$ cat src/rtl/lane_squelch_ctrl.sv
module lane_squelch_ctrl #(
  parameter int LANES = 12
) (
  input  logic             clk,
  input  logic             rst_n,
  input  logic             ctl_clr,
  input  logic             wr_en,
  input  logic [1:0]       addr,
  input  logic [LANES-1:0] wr_data,
  output logic [LANES-1:0] rd_data,
  input  logic [LANES-1:0] rx_data,
  input  logic [LANES-1:0] rx_los,
  output logic [LANES-1:0] tx_data,
  output logic [LANES-1:0] sq_stat
);

  localparam logic [1:0] A_POL   = 2'd0;
  localparam logic [1:0] A_DEACT = 2'd1;
  localparam logic [1:0] A_OVR   = 2'd2;

  logic [LANES-1:0] pol_q, deact_q, ovr_q;
  logic [LANES-1:0] inv_data;

  always_ff @(posedge clk or negedge rst_n) begin
    if (!rst_n) begin
      pol_q   <= '0;
      deact_q <= '0;
      ovr_q   <= '0;
    end else if (ctl_clr) begin
      pol_q   <= '0;
      deact_q <= '0;
      ovr_q   <= '0;
    end else if (wr_en) begin
      if (addr == A_POL)   pol_q   <= wr_data;
      if (addr == A_DEACT) deact_q <= wr_data;
      if (addr == A_OVR)   ovr_q   <= wr_data;
    end
  end

  always_comb begin
    case (addr)
      A_POL:   rd_data = pol_q;
      A_DEACT: rd_data = deact_q;
      A_OVR:   rd_data = ovr_q;
      default: rd_data = '0;
    endcase
  end

  assign inv_data = rx_data ^ pol_q;
  assign sq_stat  = deact_q | (rx_los & ~ovr_q);
  assign tx_data  = inv_data & ~sq_stat;

endmodule

$ cat config.mk
export PLATFORM = sky130hd
export DESIGN_NAME = lane_squelch_ctrl
export DESIGN_NICKNAME = d
export VERILOG_FILES = /design/src/rtl/lane_squelch_ctrl.sv
export SDC_FILE = /design/constraint.sdc
export NUM_CORES = 1
export LEC_CHECK = 0
export BUFFER_PORTS_ARGS = -buffer_cell sky130_fd_sc_hd__buf_2
export CAP_MARGIN = 20
export CORE_ASPECT_RATIO = 1.5
export CORE_MARGIN = 2
export CORE_UTILIZATION = 45
export CTS_BUF_LIST = sky130_fd_sc_hd__clkbuf_8
export CTS_CLUSTER_DIAMETER = 200
export DETAILED_ROUTE_END_ITERATION = 12
export GPL_TIMING_DRIVEN = 1
export PLACE_DENSITY_LB_ADDON = 0.2
export SETUP_SLACK_MARGIN = 0.3
export SLEW_MARGIN = 10
export SYNTH_ARGS = -nofsm -noshare
export SYNTH_HDL_FRONTEND = slang
export SYNTH_SLANG_ARGS = --single-unit
$ cat constraint.sdc
create_clock -name clk -period 2.05 [get_ports clk]
set_input_delay 0.205 -clock clk [delete_from_list [all_inputs] [get_ports clk]]
set_output_delay 0.205 -clock clk [all_outputs]
set_load 0.05 [all_outputs]
==> results of run 1 <==
-- routing by layer --
layer  vias up  track usage, %  routed length (um)
met5         -               0                   0
met4         0           6.383                  48
met3         4           2.579                 168
met2        46           31.75                2589
met1       825           22.23                2108
li1        881               -                   -
-- where the power goes --
part / switching, W / internal, W
registers: 0.0000247 / 0.000733
clock network: 0.000258 / 0.000360
logic: 0.000300 / 0.000156
total: 0.000583 / 0.00125
-- synthesized netlist by cell type --
cell type | count | area [um2]
mux2i_1 | 48 | 480.5
nand3b_1 | 2 | 15.01
or3b_1 | 1 | 8.760
clkbuf_1 | 8 | 30.03
nand2b_1 | 48 | 300.3
buf_4 | 1 | 7.510
and3b_1 | 2 | 17.52
buf_2 | 3 | 15.01
a21o_1 | 12 | 90.09
nor2b_1 | 1 | 6.260
a211oi_1 | 12 | 90.09
inv_1 | 12 | 45.04
xnor2_1 | 12 | 105.1
buf_6 | 2 | 22.52
dfrtp_1 | 36 | 900.9
buf_12 | 1 | 20.02
o2bb2ai_1 | 12 | 105.1
-- registers in the layout, summed over array words and instances (netlist names) --
signal and flops:
deact_q 12, ovr_q 12, pol_q 12
-- through the flow --
| step | worst slack, ns | utilization [%] | power (W) | hold WS [ns] | cells |
|---|---|---|---|---|---|
| 2_1_floorplan | 0.3711 | - | 0.001107 | -0.09059 | 213 |
| 3_3_place_gp | 0.5314 | 56.00 | 0.001229 | 0.3397 | 344 |
| 3_5_place_dp | 0.5062 | 56.00 | 0.001233 | 0.3518 | 344 |
| 4_1_cts | 0.4948 | 58.30 | 0.001853 | 0.03480 | 352 |
| 5_1_grt | 0.4214 | 58.30 | 0.001914 | 0.08535 | 352 |
| 6_report | 0.5148 | 58.30 | 0.001832 | 0.009490 | 352 |
-- path summary, 6_finish.rpt --
kind / from / end
min reg2reg: ovr_q[10]$_DFFE_PN0P_ / ovr_q[10]$_DFFE_PN0P_
min in group clk: wr_data[6] / ovr_q[6]$_DFFE_PN0P_
max in group asynchronous: rst_n / deact_q[1]$_DFFE_PN0P_
min: rst_n / deact_q[10]$_DFFE_PN0P_
max reg2reg: pol_q[6]$_DFFE_PN0P_ / pol_q[6]$_DFFE_PN0P_
max: pol_q[3]$_DFFE_PN0P_ / tx_data[3]
-- final cells by class --
class / instances / area, um2 / share of cell area, %
Multi-Input combinational cell: 150 / 1279 / 45.24
Sequential cell: 36 / 900.9 / 31.87
Timing Repair Buffer: 80 / 407.9 / 14.43
Tap cell: 66 / 82.58 / 2.922
Clock buffer: 5 / 68.82 / 2.435
Inverter: 12 / 45.04 / 1.594
Clock inverter: 3 / 42.54 / 1.505
-- layout by cell type, fill, tap and decap left out --
| cell type | Yosys | routed |
|---|---|---|
| buf_2 | 3 | 77 |
| mux2i_1 | 48 | 48 |
| nand2b_1 | 48 | 48 |
| dfrtp_1 | 36 | 36 |
| o2bb2ai_1 | 12 | 12 |
| inv_1 | 12 | 12 |
| a21o_1 | 12 | 12 |
| xnor2_1 | 12 | 12 |
| a211oi_2 | 0 | 12 |
| clkbuf_8 | 0 | 5 |
| buf_4 | 1 | 3 |
| and3b_1 | 2 | 2 |
| nand3b_1 | 2 | 2 |
| nor2b_1 | 1 | 1 |
| or3b_1 | 1 | 1 |
| clkinv_2 | 0 | 1 |
| clkinvlp_4 | 0 | 1 |
| bufinv_16 | 0 | 1 |
-- cells by family (layout without fill, tap and decap cells) --
family | after synthesis | after routing | share of synthesized area (%)
AND/OR/NAND/NOR | 54 | 54 | 15.39
flip-flops | 36 | 36 | 39.87
buffers and inverters | 27 | 100 | 6.201
XOR/XNOR | 12 | 12 | 4.651
multiplexers | 48 | 48 | 21.26
AO/OA/AOI/OAI | 36 | 36 | 12.62
-- worst max-delay path, stage by stage, from the launching register on --
cell and delay (ns):
dfrtp_1 0.42, xnor2_1 0.16, a211oi_2 0.18, buf_2 0.28
==> results.ini, run 1 <==
[outcome]
status=complete, no violations

[sta]
fmax_ghz=0.6514
fin_tns_setup_ns=0
rsz0062_at_grt=no
relSlewSlack_pct=44.93
finalHoldViolCount=0
slew_violations=0
finClkSkew_ns=0
tightest_slew_ns=0.8261
fin_crit_sh_pct=74.89
period_minus_slack_ns=1.535
setup_violations=0

[grt]
grt_pass1_vias=1722
grt_remaining_overflow=0
grtUsageTotal_pct=18.38
grt_max_degree=49
grt_first_pass_wirelength_um=7831
antenna_found_initial=0

[cells_and_area]
drive_gt1_share_pct=34.97
layout.nets=327
fillers=444
final_area_mm2=0.002826
syn_to_final_growth_pct=25.08
n_antenna_cell=0

[floorplanning]
die_area_mm2=0.005616
die_width_um=61.86
coreArea_mm2=0.004848
die_h_um=90.79
fp-row-count=31
initial_core_util_pct=46.61
ios=78

[route]
drcViolationCount=0
viasPerCell=4.989
wl_per_cell_um=13.96
drt_wl_total_um=4914
drt-initial-drc-count=62
vias=1756
drtAntennaViolNets=0
drtPass1Iterations=4

[clocking]
clk_path_buf_depth=2
clockRootBuffer=clkbuf_8
clk_latency_ns=0.28
cts_resized=0
holdBufCountCts=0
postCtsSetupRepairBufs=0
h-tree-depth=2
clk_pin_slew_ns=0.08
cts_tree=yes
numClockSinks=36
cts-buffers-inserted=5

[setup_path]
cp_max_fo=3
cp-start-kind=register
crit_required_ns=1.85
r2r_cells=2
crit_type=reg -> out
r2r_setup_slack_ns=1.34
endpoint_kind=output port
cp.arrival_ns=1.33

[placed_design]
gp_congestion=0.7001
dp.final_hpwl_um=3566
io_buffers=77
placed_cell_area_mm2=0.002715

[logic_synthesis]
synthCells=213
ys_warn_count=0
syn-num-nets=255
synth_seq_cells=36
postSynthAreaPerCell_um2=10.61
yosysSeqAreaShare_pct=39.87
yosys.cell_types.count=17
syn_area_mm2=0.002260

[run]
max_cap_violations=0

[power]
p_leak_nw=1.464
vdd_drop_max_mv=0.3935
powerDensity_mw_per_mm2=648.2

[hold_path]
hp-class=in -> async

No activity file was read; power rests on OpenSTA's default activity.
==> inputs of run 2 (changes only) <==
==> constraint.sdc (replaced) <==
create_clock -name clk -period 1.6 [get_ports clk]
set_input_delay 0.16 -clock clk [delete_from_list [all_inputs] [get_ports clk]]
set_output_delay 0.16 -clock clk [all_outputs]
set_load 0.05 [all_outputs]
==> run 2 against run 1 <==
Compared with the run above: sequential power is 31% higher; worst hold slack better by 0.18 ns; via count up 7.5%; die area did not move; global-route usage rose by 2.9 points; clock-buffer cell count up 1; final area rose by 29%; sequential cell count did not move; non-clock buffer count increased by 14; total power grew 33%; final cell count increased by 4.0%; core utilization increased by 17 points; largest power group unchanged.
==> results.ini, run 2 (synthesized netlist as in run 1, its figures left out) <==
[power]
p_leak_nw=1.686
vdd_drop_max_mv=0.4878
powerDensity_mw_per_mm2=671.2

[sta]
relSlewSlack_pct=70.64
setup_ws_ns=0.1951
period_minus_slack_ns=1.405
slew_violations=0
setup_violations=0
fin_tns_setup_ns=0
fmax_ghz=0.7118
fin_crit_sh_pct=87.81
finClkSkew_ns=0
rsz0062_at_grt=yes
tightest_slew_ns=0.4404
finalHoldViolCount=0

[cells_and_area]
fillers=335
syn_to_final_growth_pct=60.96
top_regs=deact_q x12, ovr_q x12, pol_q x12
layout.nets=341
final_common_cell=nand2b_1
final_cells=366
mostFrequentLayoutCells=48 x nand2b_1, 40 x buf_2, 38 x mux2i_1, 28 x dfrtp_1, 28 x buf_6
regArea_um2=910.9
drive_gt1_share_pct=55.00
multi_input_area_mm2=0.001713
n_antenna_cell=0

[route]
drt-initial-drc-count=39
drtAntennaViolNets=0
wl_per_cell_um=15.78
drtPass1Iterations=4
drt_wl_total_um=5777
viasPerCell=5.158
drcViolationCount=0
vias=1888

[floorplanning]
coreArea_mm2=0.004848
initial_core_util_pct=46.61
die_area_mm2=0.005616
die_width_um=61.86
ios=78
die_h_um=90.79
fp-row-count=31

[grt]
grt_max_degree=27
grtUsageTotal_pct=21.29
antenna_found_initial=0
grt_pass1_vias=2009
grt_first_pass_wirelength_um=9080
grt_remaining_overflow=0

[clocking]
clk_path_buf_depth=2
clockRootBuffer=clkbuf_8
cts_tree=yes
cts-buffers-inserted=5
numClockSinks=36
clk_latency_ns=0.28
h-tree-depth=2
clk_pin_slew_ns=0.07

[setup_path]
endpoint_kind=output port
cp.arrival_ns=1.24
cp_max_fo=3
cp-start-kind=register
crit_type=reg -> out
crit_required_ns=1.44

[outcome]
status=complete, no violations

[placed_design]
gp_congestion=0.7450
io_buffers=77
place_inst=354
dp.final_hpwl_um=4129
pre_cts_ws_ns=0.1500

[hold_path]
hp-class=in -> reg

[run]
max_cap_violations=0

[run 2: routing by layer]
layer  global-route usage [%]  routed length, um
met5                        0                  0
met4                    7.092                 70
met3                    3.152                217
met2                    37.46               3270
met1                    25.16               2219
[run 2: critical path: stages (launching register included)]
cell,delay (ns)
dfrtp_2,0.45
xnor2_2,0.16
a211oi_4,0.17
buf_6,0.19
[run 2: cell type report]
| class | count | area share, % |
|---|---|---|
| sequential | 36 | 25.04 |
| clock buffer | 6 | 2.270 |
| timing repair buffer | 94 | 21.88 |
| tap | 66 | 2.270 |
| clock inverter | 2 | 0.2064 |
| inverter | 12 | 1.238 |
| multi-input combinational | 150 | 47.09 |
[run 2: per-stage QoR]
stage | power, W | hold WS (ns) | utilization, % | area, um2
2_1_floorplan | 0.001493 | -0.1356 | - | 2615
3_3_place_gp | 0.001680 | 0.1275 | 64.36 | 3120
3_5_place_dp | 0.001691 | 0.1230 | 64.36 | 3120
4_1_cts | 0.002414 | 0.1887 | 71.30 | 3457
5_1_grt | 0.002548 | 0.1902 | 75.02 | 3637
6_report | 0.002441 | 0.1873 | 75.02 | 3637
[run 2: report_power, final]
group | leakage (nW) | switching [W] | internal, W
registers | 0.482 | 0.0000497 | 0.000941
logic | 1.15 | 0.000461 | 0.000351
clock network | 0.0538 | 0.000300 | 0.000338
total | 1.69 | 0.000811 | 0.00163
[run 2: worst paths after layout]
| kind | start | cells past startpoint | slack (ns) | to |
|---|---|---|---|---|
| worst min-delay path | wr_data[7] | 3 | 0.19 | pol_q[7]$_DFFE_PN0P_ |
| worst min register to register | ovr_q[11]$_DFFE_PN0P_ | 2 | 0.59 | ovr_q[11]$_DFFE_PN0P_ |
| worst max register to register | pol_q[9]$_DFFE_PN0P_ | 3 | 0.76 | pol_q[9]$_DFFE_PN0P_ |
| max in group asynchronous | rst_n | 3 | 0.78 | deact_q[4]$_DFFE_PN0P_ |
| min in group asynchronous | rst_n | 2 | 0.35 | ovr_q[0]$_DFFE_PN0P_ |
| worst max-delay path | pol_q[6]$_DFFE_PN0P_ | 3 | 0.20 | tx_data[6] |
[run 2: what timing repair did]
| action | in CTS | in global routing |
|---|---|---|
| setup endpoints to repair | 36 | 35 |
| endpoints found under the hold margin | 17 | 0 |
| pin swaps | 25 | 12 |
| setup buffers | 0 | 3 |
| hold buffers | 1 | 0 |
| resized for setup | 63 | 59 |
==> inputs of run 3 (changes only) <==
--- a/config.mk
+++ b/config.mk
@@ -9,7 +9,7 @@
 export CAP_MARGIN = 20
 export CORE_ASPECT_RATIO = 1.5
 export CORE_MARGIN = 2
-export CORE_UTILIZATION = 45
+export CORE_UTILIZATION = 52
 export CTS_BUF_LIST = sky130_fd_sc_hd__clkbuf_8
 export CTS_CLUSTER_DIAMETER = 200
 export DETAILED_ROUTE_END_ITERATION = 12
==> constraint.sdc (replaced) <==
create_clock -name clk -period 1.6 [get_ports clk]
set_input_delay 0.16 -clock clk [delete_from_list [all_inputs] [get_ports clk]]
set_output_delay 0.16 -clock clk [all_outputs]
set_load 0.02 [all_outputs]
==> run 3 against run 2 <==
Compared with the run above: sequential share of layout area up 5.5 points; critical path depth unchanged; register-to-register slack worse by 0.05 ns; fmax up 1.0%; global-route usage up 0.85 points; non-clock buffer count up 6.
==> results.ini, run 3 (synthesized netlist as in run 1, its figures left out) <==
[route]
drcViolationCount=0
vias=1853
drt-initial-drc-count=27
drt_wl_total_um=5130
viasPerCell=5.264
drtAntennaViolNets=0
wl_per_cell_um=14.57
drtPass1Iterations=4

[cells_and_area]
final_common_cell=buf_2
post-route-util_pct=70.12
n_antenna_cell=0
drive_gt1_share_pct=34.97
layout.nets=347
mostFrequentLayoutCells=63 x buf_2, 48 x mux2i_1, 48 x nand2b_1, 36 x dfrtp_1, 29 x buf_4
top_regs=deact_q x12, ovr_q x12, pol_q x12
syn_to_final_growth_pct=30.62

[placed_design]
dp.final_hpwl_um=3803
io_buffers=77
gp_congestion=0.7645

[setup_path]
cp_max_fo=3
cp-start-kind=register
endpoint_kind=output port
crit_required_ns=1.44
cp.arrival_ns=1.23
crit_type=reg -> out

[floorplanning]
die_area_mm2=0.004900
fp-row-count=29
initial_core_util_pct=53.69
die_width_um=57.83
coreArea_mm2=0.004209
ios=78
die_h_um=84.74

[power]
p_leak_nw=1.564
p_clk_share_pct=31.2
powerDensity_mw_per_mm2=711.8
vdd_drop_max_mv=0.5572
seq_power_share_pct=46.2
swShare_pct=28.41
internal_power_w=0.001504
p_comb_share_pct=22.6
switching_power_w=0.0005970

[sta]
relSlewSlack_pct=69.60
fmax_ghz=0.7190
fin_tns_setup_ns=0
tightest_slew_ns=0.4560
period_minus_slack_ns=1.391
slew_violations=0
fin_crit_sh_pct=86.93
setup_violations=0
rsz0062_at_grt=yes
finalHoldViolCount=0
finClkSkew_ns=0

[outcome]
status=complete, no violations

[clocking]
clk_latency_ns=0.29
cts_tree=yes
cts-buffers-inserted=5
numClockSinks=36
clk_pin_slew_ns=0.07
clk_path_buf_depth=2
h-tree-depth=2
clockRootBuffer=clkbuf_8

[grt]
antenna_found_initial=0
grt_max_degree=27
grt_remaining_overflow=0
grt_pass1_vias=1869
grt_first_pass_wirelength_um=8397
grtUsageTotal_pct=22.14

[hold_path]
hp-class=in -> reg

[run]
max_cap_violations=0

run 3: worst max-delay path: stages, from the launching register on:
cell	delay, ns
dfrtp_1	0.41
xnor2_1	0.14
a211oi_1	0.20
buf_4	0.19
run 3: layout make-up:
class                   count  area (um2)
clock buffers               6       82.58
inverters                  12       45.04
flip-flops and latches     36       900.9
well taps                  46       57.56
clock inverters             2       7.507
multi-input cells         150        1227
repair buffers            100       630.6
fillers                   336        1257
run 3: what timing repair did:
action,4_1_cts,5_1_grt
setup buffers,7,3
endpoints found under the hold margin,19,0
setup endpoints to repair,21,24
pin swaps,28,4
hold buffers,1,0
gates resized for setup,8,14
run 3: per-layer routing:
| layer | wire length, um | track usage, % |
|---|---|---|
| met1 | 2133 | 26.29 |
| met2 | 2699 | 39.15 |
| met3 | 230 | 4.931 |
| met4 | 67 | 6.342 |
| met5 | 0 | 0 |
run 3: through the flow:
stage	power (W)	worst slack [ns]	area (um2)	hold slack [ns]	instances
3_3_place_gp	0.001433	0.2664	2710	0.1300	333
6_report	0.002101	0.2091	2952	0.1776	352
5_1_grt	0.002206	0.1324	2952	0.1897	352
3_5_place_dp	0.001441	0.1982	2710	0.1306	333
4_1_cts	0.002106	0.1806	2887	0.1803	349
2_1_floorplan	0.001264	0.3741	2260	-0.1356	213
run 3: power groups by stage:
stage	registers, W	clock network, W	logic (W)
detailed placement	0.000988	0	0.000453
global route	0.000974	0.000716	0.000516
floorplan	0.000979	0	0.000284
CTS	0.000970	0.000667	0.000469
global placement	0.000988	0	0.000446
finish	0.000970	0.000655	0.000476
run 3: path summary, 6_finish.rpt:
| kind | start | slack [ns] | to | cells past startpoint |
|---|---|---|---|---|
| max in group asynchronous | rst_n | 0.64 | ovr_q[9]$_DFFE_PN0P_ | 3 |
| worst max-delay path | pol_q[8]$_DFFE_PN0P_ | 0.21 | tx_data[8] | 3 |
| min in group asynchronous | rst_n | 0.35 | pol_q[11]$_DFFE_PN0P_ | 2 |
| worst max register to register | pol_q[10]$_DFFE_PN0P_ | 0.71 | pol_q[10]$_DFFE_PN0P_ | 4 |
| worst min register to register | ovr_q[11]$_DFFE_PN0P_ | 0.57 | ovr_q[11]$_DFFE_PN0P_ | 2 |
| worst min-delay path | wr_data[4] | 0.18 | deact_q[4]$_DFFE_PN0P_ | 3 |
